### config.mk
export PLATFORM = sky130hd
export DESIGN_NAME = mpuart_rx_filter
export DESIGN_NICKNAME = d
export VERILOG_FILES = /design/src/rtl/mpuart_pkg.sv /design/src/rtl/mpuart_rx_ctrl.sv /design/src/rtl/mpuart_rx_dpath.sv /design/src/rtl/mpuart_rx_filter.sv
export SDC_FILE = /design/constraint.sdc
export NUM_CORES = 1
export LEC_CHECK = 0
export ABC_CLOCK_PERIOD_IN_PS = 1450
export BUFFER_PORTS_ARGS = -buffer_cell sky130_fd_sc_hd__buf_4
export CAP_MARGIN = 40
export CORE_ASPECT_RATIO = 1.75
export CORE_MARGIN = 10
export CORE_UTILIZATION = 45
export CTS_BUF_LIST = sky130_fd_sc_hd__clkbuf_2 sky130_fd_sc_hd__clkbuf_4 sky130_fd_sc_hd__clkbuf_8
export CTS_CLUSTER_DIAMETER = 60
export CTS_CLUSTER_SIZE = 14
export DETAILED_ROUTE_END_ITERATION = 7
export PLACE_DENSITY = 0.66
export SYNTH_ARGS = -nofsm -noshare
export SYNTH_HDL_FRONTEND = slang
export SYNTH_SLANG_ARGS = --single-unit
export TNS_END_PERCENT = 1
### constraint.sdc
create_clock -name clk -period 1.45 [get_ports clk]
set_input_delay 0.145 -clock clk [delete_from_list [all_inputs] [get_ports clk]]
set_output_delay 0.145 -clock clk [all_outputs]
set_load 0.03 [all_outputs]
### src/rtl/mpuart_pkg.sv
package mpuart_pkg;
  typedef enum logic [1:0] {ST_IDLE, ST_START, ST_DATA, ST_STOP} rxState_t;

  typedef struct packed {
    logic voteEn;    // capture an early mid-bit sample
    logic shiftEn;   // push the voted bit into the shift register
    logic finishEn;  // stop bit decided: publish frame, decide interrupt
  } rxStrobe_t;
endpackage

### src/rtl/mpuart_rx_ctrl.sv
module mpuart_rx_ctrl
  import mpuart_pkg::*;
#(
  parameter int TICKS    = 16,
  parameter int MAX_BITS = 9
) (
  input  logic      clk,
  input  logic      rstN,
  input  logic      sampleTick,
  input  logic      rxSync,
  input  logic      nineBitMode,
  input  logic      voteBit,
  output rxStrobe_t strb
);
  localparam int CW      = $clog2(TICKS);
  localparam int BW      = $clog2(MAX_BITS + 1);
  localparam int MID     = TICKS / 2;
  localparam int VOTE_LO = MID - 1;
  localparam int VOTE_HI = MID + 1;

  rxState_t       state;
  logic [CW-1:0]  tickCnt;
  logic [BW-1:0]  bitCnt;
  logic [BW-1:0]  lastBit;
  logic           rxPrev;
  logic           fallEdge;
  logic           atDecide;

  assign fallEdge = rxPrev & ~rxSync;
  assign atDecide = sampleTick && (tickCnt == CW'(VOTE_HI));
  assign lastBit  = nineBitMode ? BW'(MAX_BITS - 1) : BW'(MAX_BITS - 2);

  always_comb begin
    strb.voteEn   = sampleTick && (state != ST_IDLE) &&
                    ((tickCnt == CW'(VOTE_LO)) || (tickCnt == CW'(MID)));
    strb.shiftEn  = (state == ST_DATA) && atDecide;
    strb.finishEn = (state == ST_STOP) && atDecide;
  end

  always_ff @(posedge clk or negedge rstN) begin
    if (!rstN) begin
      state   <= ST_IDLE;
      tickCnt <= '0;
      bitCnt  <= '0;
      rxPrev  <= 1'b1;
    end else begin
      rxPrev <= rxSync;
      if (state == ST_IDLE) begin
        if (fallEdge) begin
          state   <= ST_START;
          tickCnt <= '0;
        end
      end else begin
        if (sampleTick)
          tickCnt <= (tickCnt == CW'(TICKS - 1)) ? '0 : tickCnt + 1'b1;
        if (atDecide) begin
          unique case (state)
            ST_START: begin
              state  <= voteBit ? ST_IDLE : ST_DATA;
              bitCnt <= '0;
            end
            ST_DATA: begin
              bitCnt <= bitCnt + 1'b1;
              if (bitCnt == lastBit) state <= ST_STOP;
            end
            ST_STOP: state <= ST_IDLE;
            default: state <= ST_IDLE;
          endcase
        end
      end
    end
  end


  false_start_chk: assert property (@(posedge clk) disable iff (!rstN)
    (state == ST_START && atDecide && voteBit) |=> (state == ST_IDLE));


  one_strobe_chk: assert property (@(posedge clk) disable iff (!rstN)
    $onehot0({strb.shiftEn, strb.finishEn}));
endmodule

### src/rtl/mpuart_rx_dpath.sv
module mpuart_rx_dpath
  import mpuart_pkg::*;
#(
  parameter int DATA_W = 8
) (
  input  logic              clk,
  input  logic              rstN,
  input  logic              rxSync,
  input  logic              nineBitMode,
  input  logic              filterEn,
  input  logic              irqClr,
  input  rxStrobe_t         strb,
  output logic              voteBit,
  output logic [DATA_W-1:0] rxData,
  output logic              rxNinth,
  output logic              rxIrq
);
  localparam int SH_W = DATA_W + 1;

  logic [1:0]      early;
  logic [SH_W-1:0] shReg;
  logic            qualBit;
  logic            irqSet;

  // majority of two earlier samples and the current one
  assign voteBit = (early[1] & early[0]) | ((early[1] | early[0]) & rxSync);
  assign qualBit = nineBitMode ? shReg[DATA_W] : voteBit;
  assign irqSet  = strb.finishEn && (!filterEn || qualBit);

  always_ff @(posedge clk or negedge rstN) begin
    if (!rstN) begin
      early   <= '0;
      shReg   <= '0;
      rxData  <= '0;
      rxNinth <= 1'b0;
      rxIrq   <= 1'b0;
    end else begin
      if (strb.voteEn)  early <= {early[0], rxSync};
      if (strb.shiftEn) shReg <= {voteBit, shReg[SH_W-1:1]};
      if (strb.finishEn) begin
        rxData  <= nineBitMode ? shReg[DATA_W-1:0] : shReg[SH_W-1:1];
        rxNinth <= qualBit;
      end
      if (irqSet)      rxIrq <= 1'b1;
      else if (irqClr) rxIrq <= 1'b0;
    end
  end


  irq_hold_chk: assert property (@(posedge clk) disable iff (!rstN)
    (rxIrq && !irqClr) |=> rxIrq);


  addr_filter_chk: assert property (@(posedge clk) disable iff (!rstN)
    (strb.finishEn && nineBitMode && filterEn && !shReg[DATA_W] && !rxIrq && !irqClr)
      |=> !rxIrq);


  stop_qual_chk: assert property (@(posedge clk) disable iff (!rstN)
    (strb.finishEn && !nineBitMode && filterEn && !voteBit && !rxIrq && !irqClr)
      |=> !rxIrq);


  data_hold_chk: assert property (@(posedge clk) disable iff (!rstN)
    !strb.finishEn |=> $stable(rxData));
endmodule

### src/rtl/mpuart_rx_filter.sv
module mpuart_rx_filter
  import mpuart_pkg::*;
#(
  parameter int DATA_W = 8,
  parameter int TICKS  = 16
) (
  input  logic              clk,
  input  logic              rstN,
  input  logic              sampleTick,
  input  logic              rxd,
  input  logic              nineBitMode,
  input  logic              filterEn,
  input  logic              irqClr,
  output logic [DATA_W-1:0] rxData,
  output logic              rxNinth,
  output logic              rxIrq
);
  logic [1:0] syncFf;
  logic       rxSync;
  logic       voteBit;
  rxStrobe_t  strb;

  always_ff @(posedge clk or negedge rstN) begin
    if (!rstN) syncFf <= 2'b11;
    else       syncFf <= {syncFf[0], rxd};
  end
  assign rxSync = syncFf[1];

  mpuart_rx_ctrl #(.TICKS(TICKS), .MAX_BITS(DATA_W + 1)) uCtrl (
    .clk(clk), .rstN(rstN), .sampleTick(sampleTick), .rxSync(rxSync),
    .nineBitMode(nineBitMode), .voteBit(voteBit), .strb(strb)
  );

  mpuart_rx_dpath #(.DATA_W(DATA_W)) uDpath (
    .clk(clk), .rstN(rstN), .rxSync(rxSync), .nineBitMode(nineBitMode),
    .filterEn(filterEn), .irqClr(irqClr), .strb(strb), .voteBit(voteBit),
    .rxData(rxData), .rxNinth(rxNinth), .rxIrq(rxIrq)
  );
endmodule

=== Word level (Yosys, flattened, before mapping) ===
Index checks and enable logic that the tools add are counted.

* Input port bits: 7
* Logic and storage cells: 63
* Register bits after elaboration: 34

* Equal/unequal tests: 10
* Reduce and logical (&&, ||, !) cells: 18
* Bitwise operators: 7
* Add/sub/neg operators: 2
* Muxes and demuxes: 16

{| class="wikitable"
|+ Operators by type and width
! operator !! number
|-
| two-way mux 4 bit || 5
|-
| == test 4 bit, second input constant || 3
|-
| two-way mux 2 bit || 5
|-
| nonzero test 2 bit || 5
|-
| adder 4 x 1 -> 4 bit, second input constant || 2
|-
| two-way mux 8 bit || 1
|-
| case mux 4 bit (2 select lines) || 1
|-
| logical AND 1 bit || 6
|-
| AND reduction 3 bit || 2
|-
| == test 2 bit, second input constant || 2
|-
| == test 4 x 3 -> 1 bit, second input constant || 1
|-
| == test 4 bit || 1
|-
| case mux 2 bit (2 select lines) || 1
|-
| bitwise AND 1 bit || 3
|-
| two-way mux 1 bit || 3
|-
| != test 3 bit, second input constant || 1
|-
| == test 2 x 1 -> 1 bit, second input constant || 1
|-
| logical NOT 2 bit || 1
|-
| logical OR 1 bit || 2
|-
| != test 2 x 1 -> 1 bit, second input constant || 1
|-
| inverter 1 bit || 2
|-
| OR 1 bit || 2
|-
| AND reduction 2 bit || 1
|-
| logical NOT 1 bit || 1
|}

=== Depth between registers and ports, before layout ===
* Depth after elaboration: 7
* Mapped depth: 8
* Depth with buffers taken out: 6

=== By module ===
Synthesis repeated with hierarchy kept, for this count alone.

* Cells, all modules: 148
* Area total of the unflattened synthesis: 1674.1 sq um

{| class="wikitable"
|+ Modules (own cells, without submodules)
! module !! area an instance (sq um) !! cells each !! times used !! seq. area each (sq um)
|-
| mpuart_rx_dpath || 878.3 || 68 || 1 || 525.5
|-
| mpuart_rx_ctrl || 743.2 || 78 || 1 || 276.5
|-
| mpuart_rx_filter || 52.6 || 2 || 1 || 52.6
|}

=== Least setup slack after synthesis ===
OpenSTA, ideal clock, no wires.

* Kind: register -> register
* Start point: register uCtrl.state[0]
* End point: register uDpath.early[0]
* Path slack: -35 ps
* Required time: 1325 ps
* Stages on the path, launching flop included: 6
* Arrival time: 1360 ps
* Setup time: 125 ps
* Cell sequence: dfrtp_1 > inv_1 > ha_1 > nand2b_1 > a21oi_1 > mux2_2

* Longest elaborated chain between the ends: 3

{| class="wikitable"
|+ Ends and longest elaborated chain
! item !! RTL line !! RTL
|-
| from (decl) || mpuart_rx_ctrl.sv:21 || <nowiki>rxState_t state;</nowiki>
|-
| from (signal assigned) || mpuart_rx_ctrl.sv:59 || <nowiki>state <= voteBit ? ST_IDLE : ST_DATA;</nowiki>
|-
| nonzero test 2 bit || mpuart_rx_ctrl.sv:34 || <nowiki>strb.voteEn = sampleTick && (state != ST_IDLE) &&</nowiki>
|-
| logical AND 1 bit (2 in series) || mpuart_rx_ctrl.sv:34 ||
|-
| to (signal assigned) || mpuart_rx_dpath.sv:38 || <nowiki>if (strb.voteEn) early <= {early[0], rxSync};</nowiki>
|-
| to (decl) || mpuart_rx_dpath.sv:20 || <nowiki>logic [1:0] early;</nowiki>
|}

No other way between the ends.
A chain may end at the register's enable or synchronous reset.

=== Worst setup path after layout ===
* Start point: register uCtrl.tickCnt[1]
* End point: register uCtrl.state[1]

* Longest elaborated chain between the ends: 4

{| class="wikitable"
|+ Ends and longest elaborated chain
! item !! RTL line !! RTL
|-
| from (decl) || mpuart_rx_ctrl.sv:22 || <nowiki>logic [CW-1:0] tickCnt;</nowiki>
|-
| from (signal assigned) || mpuart_rx_ctrl.sv:55 || <nowiki>tickCnt <= (tickCnt == CW'(TICKS - 1)) ? '0 : tickCnt + 1'b1;</nowiki>
|-
| == test 4 bit || mpuart_rx_ctrl.sv:30 || <nowiki>assign atDecide = sampleTick && (tickCnt == CW'(VOTE_HI));</nowiki>
|-
| logical AND 1 bit || mpuart_rx_ctrl.sv:30 ||
|-
| nonzero test 2 bit (no line) || -- ||
|-
| AND reduction 3 bit (no line) || -- ||
|}

No other way between the ends.

==> metrics.txt <==
# TYPE chip_impl_metric gauge
chip_impl_info{name="run_status",value="finished with violations"} 1
chip_impl_info{name="failed_checks",value="negative setup slack"} 1
chip_impl_metric{name="reg2reg_depth",unit=""} 7
chip_impl_metric{name="place.port_buffers",unit=""} 16
chip_impl_metric{name="detailed_place.area",unit="sq um"} 1860
chip_impl_metric{name="hold_viol_final",unit=""} 0
chip_impl_metric{name="post_layout_nonfiller_instances",unit=""} 222
chip_impl_metric{name="area_growth",unit="%"} 27.1
chip_impl_metric{name="grt_ovf",unit=""} 0
chip_impl_metric{name="vias_per_cell",unit=""} 5.20
chip_impl_metric{name="tritoncts_num_sinks",unit=""} 34
chip_impl_info{name="final_common_cell",value="dfrtp_1"} 1
chip_impl_metric{name="cts_made_buffers",unit=""} 5
chip_impl_metric{name="synth.distinct_cells",unit=""} 34
chip_impl_info{name="tritoncts",value="yes"} 1
chip_impl_metric{name="floorplan.initialDensity",unit="%"} 47.1
chip_impl_metric{name="final_core_util",unit="%"} 59.9
chip_impl_info{name="cts.root.buffer_cell",value="clkbuf_8"} 1
chip_impl_metric{name="synth.ff_latch_count",unit=""} 34
chip_impl_metric{name="detailroute.via_count",unit=""} 1154
chip_impl_metric{name="drt_drc_violations_left",unit=""} 0
chip_impl_metric{name="dpl_worst_slack",unit="ns"} -0.0750
chip_impl_metric{name="clock_insertion_delay_worst_skew",unit="ns"} 0.27
chip_impl_metric{name="design.portCount",unit=""} 17
chip_impl_info{name="setup.worst_path.end_class",value="flip-flop"} 1
chip_impl_metric{name="max-cap-violations",unit=""} 0
chip_impl_metric{name="grt_max_degree",unit=""} 35
chip_impl_metric{name="report.final.slew_viol_count",unit=""} 0
chip_impl_metric{name="core_area",unit="sq um"} 3430
chip_impl_info{name="setup.worst_path.class",value="flip-flop to flip-flop"} 1
chip_impl_metric{name="floorplan.die.width",unit="um"} 65.3
chip_impl_metric{name="h-tree-depth",unit=""} 2
chip_impl_metric{name="max-slew-margin-rel",unit="%"} 72.2
chip_impl_metric{name="insertedDiodeCount",unit=""} 0
chip_impl_metric{name="vdd_drop_max",unit="uV"} 951
chip_impl_metric{name="final_critical_path_required_period",unit="ns"} 1.46
chip_impl_metric{name="timing.critical_path.fanout_max",unit=""} 5
chip_impl_metric{name="final.hold.worst_slack",unit="ns"} 0.0923
chip_impl_info{name="timing.critical_path.from_type",value="flip-flop"} 1
chip_impl_metric{name="p_leak",unit="nW"} 0.971
chip_impl_metric{name="final_critical_path_setup_slack",unit="ns"} -0.0117
chip_impl_info{name="most-common-layout-cells",value="dfrtp_1, buf_4, nand2_1"} 1
chip_impl_metric{name="worstPathRequired",unit="ns"} 1.64
chip_impl_metric{name="clkSlewWorstSetupHoldPaths",unit="ns"} 0.06
chip_impl_info{name="rsz0062_at_grt",value="yes"} 1
chip_impl_metric{name="layout_worst_path_cycle_share",unit="%"} 101
chip_impl_info{name="hp_class",value="input port to flip-flop"} 1
chip_impl_metric{name="hpwlAfterDp",unit="mm"} 2.32
chip_impl_metric{name="placementRows",unit=""} 28
chip_impl_metric{name="antenna_left",unit=""} 0
chip_impl_metric{name="place_inst",unit=""} 210
chip_impl_metric{name="finalSetupViolations",unit=""} 4
chip_impl_metric{name="finish.net_count",unit=""} 191
chip_impl_metric{name="post_synth_inst_count",unit=""} 141
chip_impl_metric{name="die_h",unit="um"} 99.3
chip_impl_metric{name="wire_length_of_the_first_global_routing_pass",unit="mm"} 5.35
chip_impl_metric{name="place.gp.congestion",unit=""} 0.748
chip_impl_metric{name="drive_gt1_share",unit="%"} 37.3
chip_impl_metric{name="globalRouteTotalUtil",unit="%"} 10.4
chip_impl_metric{name="worst_slew_pin_slew",unit="ns"} 0.417
chip_impl_metric{name="grt_antenna_before_repair",unit=""} 0
chip_impl_metric{name="grt_pass1_vias",unit=""} 1222
chip_impl_metric{name="drtPass1Iterations",unit=""} 4
chip_impl_metric{name="synthesis.area_per_instance",unit="sq um"} 11.5
chip_impl_metric{name="fin_worst_skew",unit="ns"} 0.00463
chip_impl_metric{name="detail_route.wirelength",unit="mm"} 3.04
chip_impl_metric{name="synth_nets",unit=""} 156
chip_impl_metric{name="worst_hold_path.num_cells",unit=""} 2
chip_impl_metric{name="max_freq",unit="MHz"} 684
chip_impl_metric{name="yosysWarnings",unit=""} 0
chip_impl_metric{name="fillerInstances",unit=""} 296
chip_impl_metric{name="fin_area",unit="sq um"} 2060
chip_impl_metric{name="cts.path.max_buffers",unit=""} 2
chip_impl_metric{name="drtIter0Drc",unit=""} 54
chip_impl_metric{name="ys_seq_area_share",unit="%"} 52.8
chip_impl_metric{name="timing.critical_path.arrival",unit="ns"} 1.65
chip_impl_metric{name="detail_route.wl_per_cell",unit="um"} 13.7
chip_impl_metric{name="power_density",unit="nW/um^2"} 1430
chip_impl_metric{name="mappedNetlistArea",unit="sq um"} 1620
chip_impl_metric{name="die_area",unit="sq um"} 6490
[where the power goes]
group / switching (mW) / leakage [nW] / total, mW / internal [mW]
sequential: 0.117 / 0.448 / 1.22 / 1.10
combinational: 0.497 / 0.471 / 1.02 / 0.520
clock: 0.307 / 0.0517 / 0.708 / 0.401
[cell families after synthesis]
logic type / after synthesis / share of synthesized area [%]
AO/OA/AOI/OAI: 26 / 10.4
buffers and inverters: 10 / 2.86
AND/OR/NAND/NOR: 41 / 13.2
multiplexers: 21 / 13.8
flip-flops: 34 / 52.8
adder cells (fa/ha/maj): 9 / 6.81
[cells in the mapped netlist]
cell | count | area [sq um]
a21oi_1 | 1 | 5.00
a22o_1 | 2 | 17.5
a311oi_1 | 1 | 8.76
a31o_2 | 1 | 8.76
a32oi_1 | 2 | 17.5
and2_1 | 1 | 6.26
and2b_1 | 1 | 7.51
and4b_1 | 2 | 20.0
buf_2 | 1 | 5.00
buf_4 | 2 | 15.0
clkbuf_1 | 1 | 3.75
dfrtp_1 | 31 | 776
dfstp_2 | 3 | 78.8
ha_1 | 8 | 100
inv_1 | 6 | 22.5
maj3_1 | 1 | 10.0
mux2_2 | 11 | 124
mux2i_1 | 10 | 100
nand2_1 | 20 | 75.1
nand2_2 | 2 | 12.5
nand2_4 | 1 | 11.3
nand2b_1 | 3 | 18.8
nand3_1 | 5 | 25.0
nand3b_1 | 2 | 15.0
nor2_1 | 1 | 3.75
nor2b_1 | 2 | 12.5
o2111ai_1 | 1 | 8.76
o211ai_1 | 1 | 7.51
o21ai_0 | 13 | 65.1
o21ai_1 | 1 | 5.00
o21ai_2 | 1 | 8.76
o221ai_1 | 1 | 8.76
o31ai_1 | 1 | 7.51
or2_2 | 1 | 6.26
[final cells by class]
class / instances / area (sq um) / share of cell area [%]
repair buffers: 32 / 262 / 12.7
clock buffers: 7 / 90.1 / 4.38
multi-input cells: 97 / 766 / 37.2
inverters: 6 / 22.5 / 1.10
clock inverters: 1 / 5.00 / 0.243
flip-flops and latches: 34 / 855 / 41.6
well taps: 45 / 56.3 / 2.74
[repair_timing]
action / in CTS / in global routing
hold buffers: 2 / 0
endpoints found under the hold margin: 32 / 0
gates resized for setup: 2 / 13
pin swaps: 3 / 3
buffers inserted: 0 / 2
endpoints found under the setup margin: 20 / 31
[through the flow]
stage	TNS, ns	total power, mW
3_5_place_dp	-0.640	2.13
4_1_cts	-0.319	2.87
2_1_floorplan	-0.287	1.74
6_report	-0.0262	2.94
5_1_grt	-2.00	3.13
3_3_place_gp	-0.125	2.08
[path summary, 6_finish.rpt]
path | startpoint | to | slack, ns
setup / recovery | uCtrl.tickCnt[1] | uCtrl.state[1] | -0.01
setup reg to reg | uCtrl.tickCnt[1] | uCtrl.state[1] | -0.01
hold reg to reg | syncFf[0] | syncFf[1] | 0.36
hold / removal | filterEn | uDpath.rxIrq | 0.09
max in group asynchronous | rstN | syncFf[0] | 0.76
min in group asynchronous | rstN | uDpath.early[1] | 0.37
[sequential cells by signal, indices dropped and copies added (netlist names)]
| signal | count |
|---|---|
| uDpath.shReg | 9 |
| uDpath.rxData | 8 |
| uCtrl.bitCnt | 4 |
| uCtrl.tickCnt | 4 |
| syncFf | 2 |
| uCtrl.state | 2 |
| uDpath.early | 2 |
| uCtrl.rxPrev | 1 |
| uDpath.rxIrq | 1 |
| uDpath.rxNinth | 1 |
[critical path: stages, from the launching register on]
cell and delay [ns]:
dfrtp_1 0.36, inv_2 0.04, ha_2 0.16, and4b_1 0.19, buf_6 0.14, and2b_2 0.21, o21ai_2 0.07, mux2i_1 0.21
[routing by layer]
metal | up-vias | part of all wire, % | wire [um] | global-route usage, %
li1 | 569 | - | - | -
met1 | 556 | 37 | 1110 | 9.74
met2 | 23 | 57 | 1740 | 18.7
met3 | 6 | 3.4 | 104 | 3.15
met4 | 0 | 2.8 | 85 | 6.62
met5 | - | 0 | 0 | 0
(Power assumes the default switching activity.)
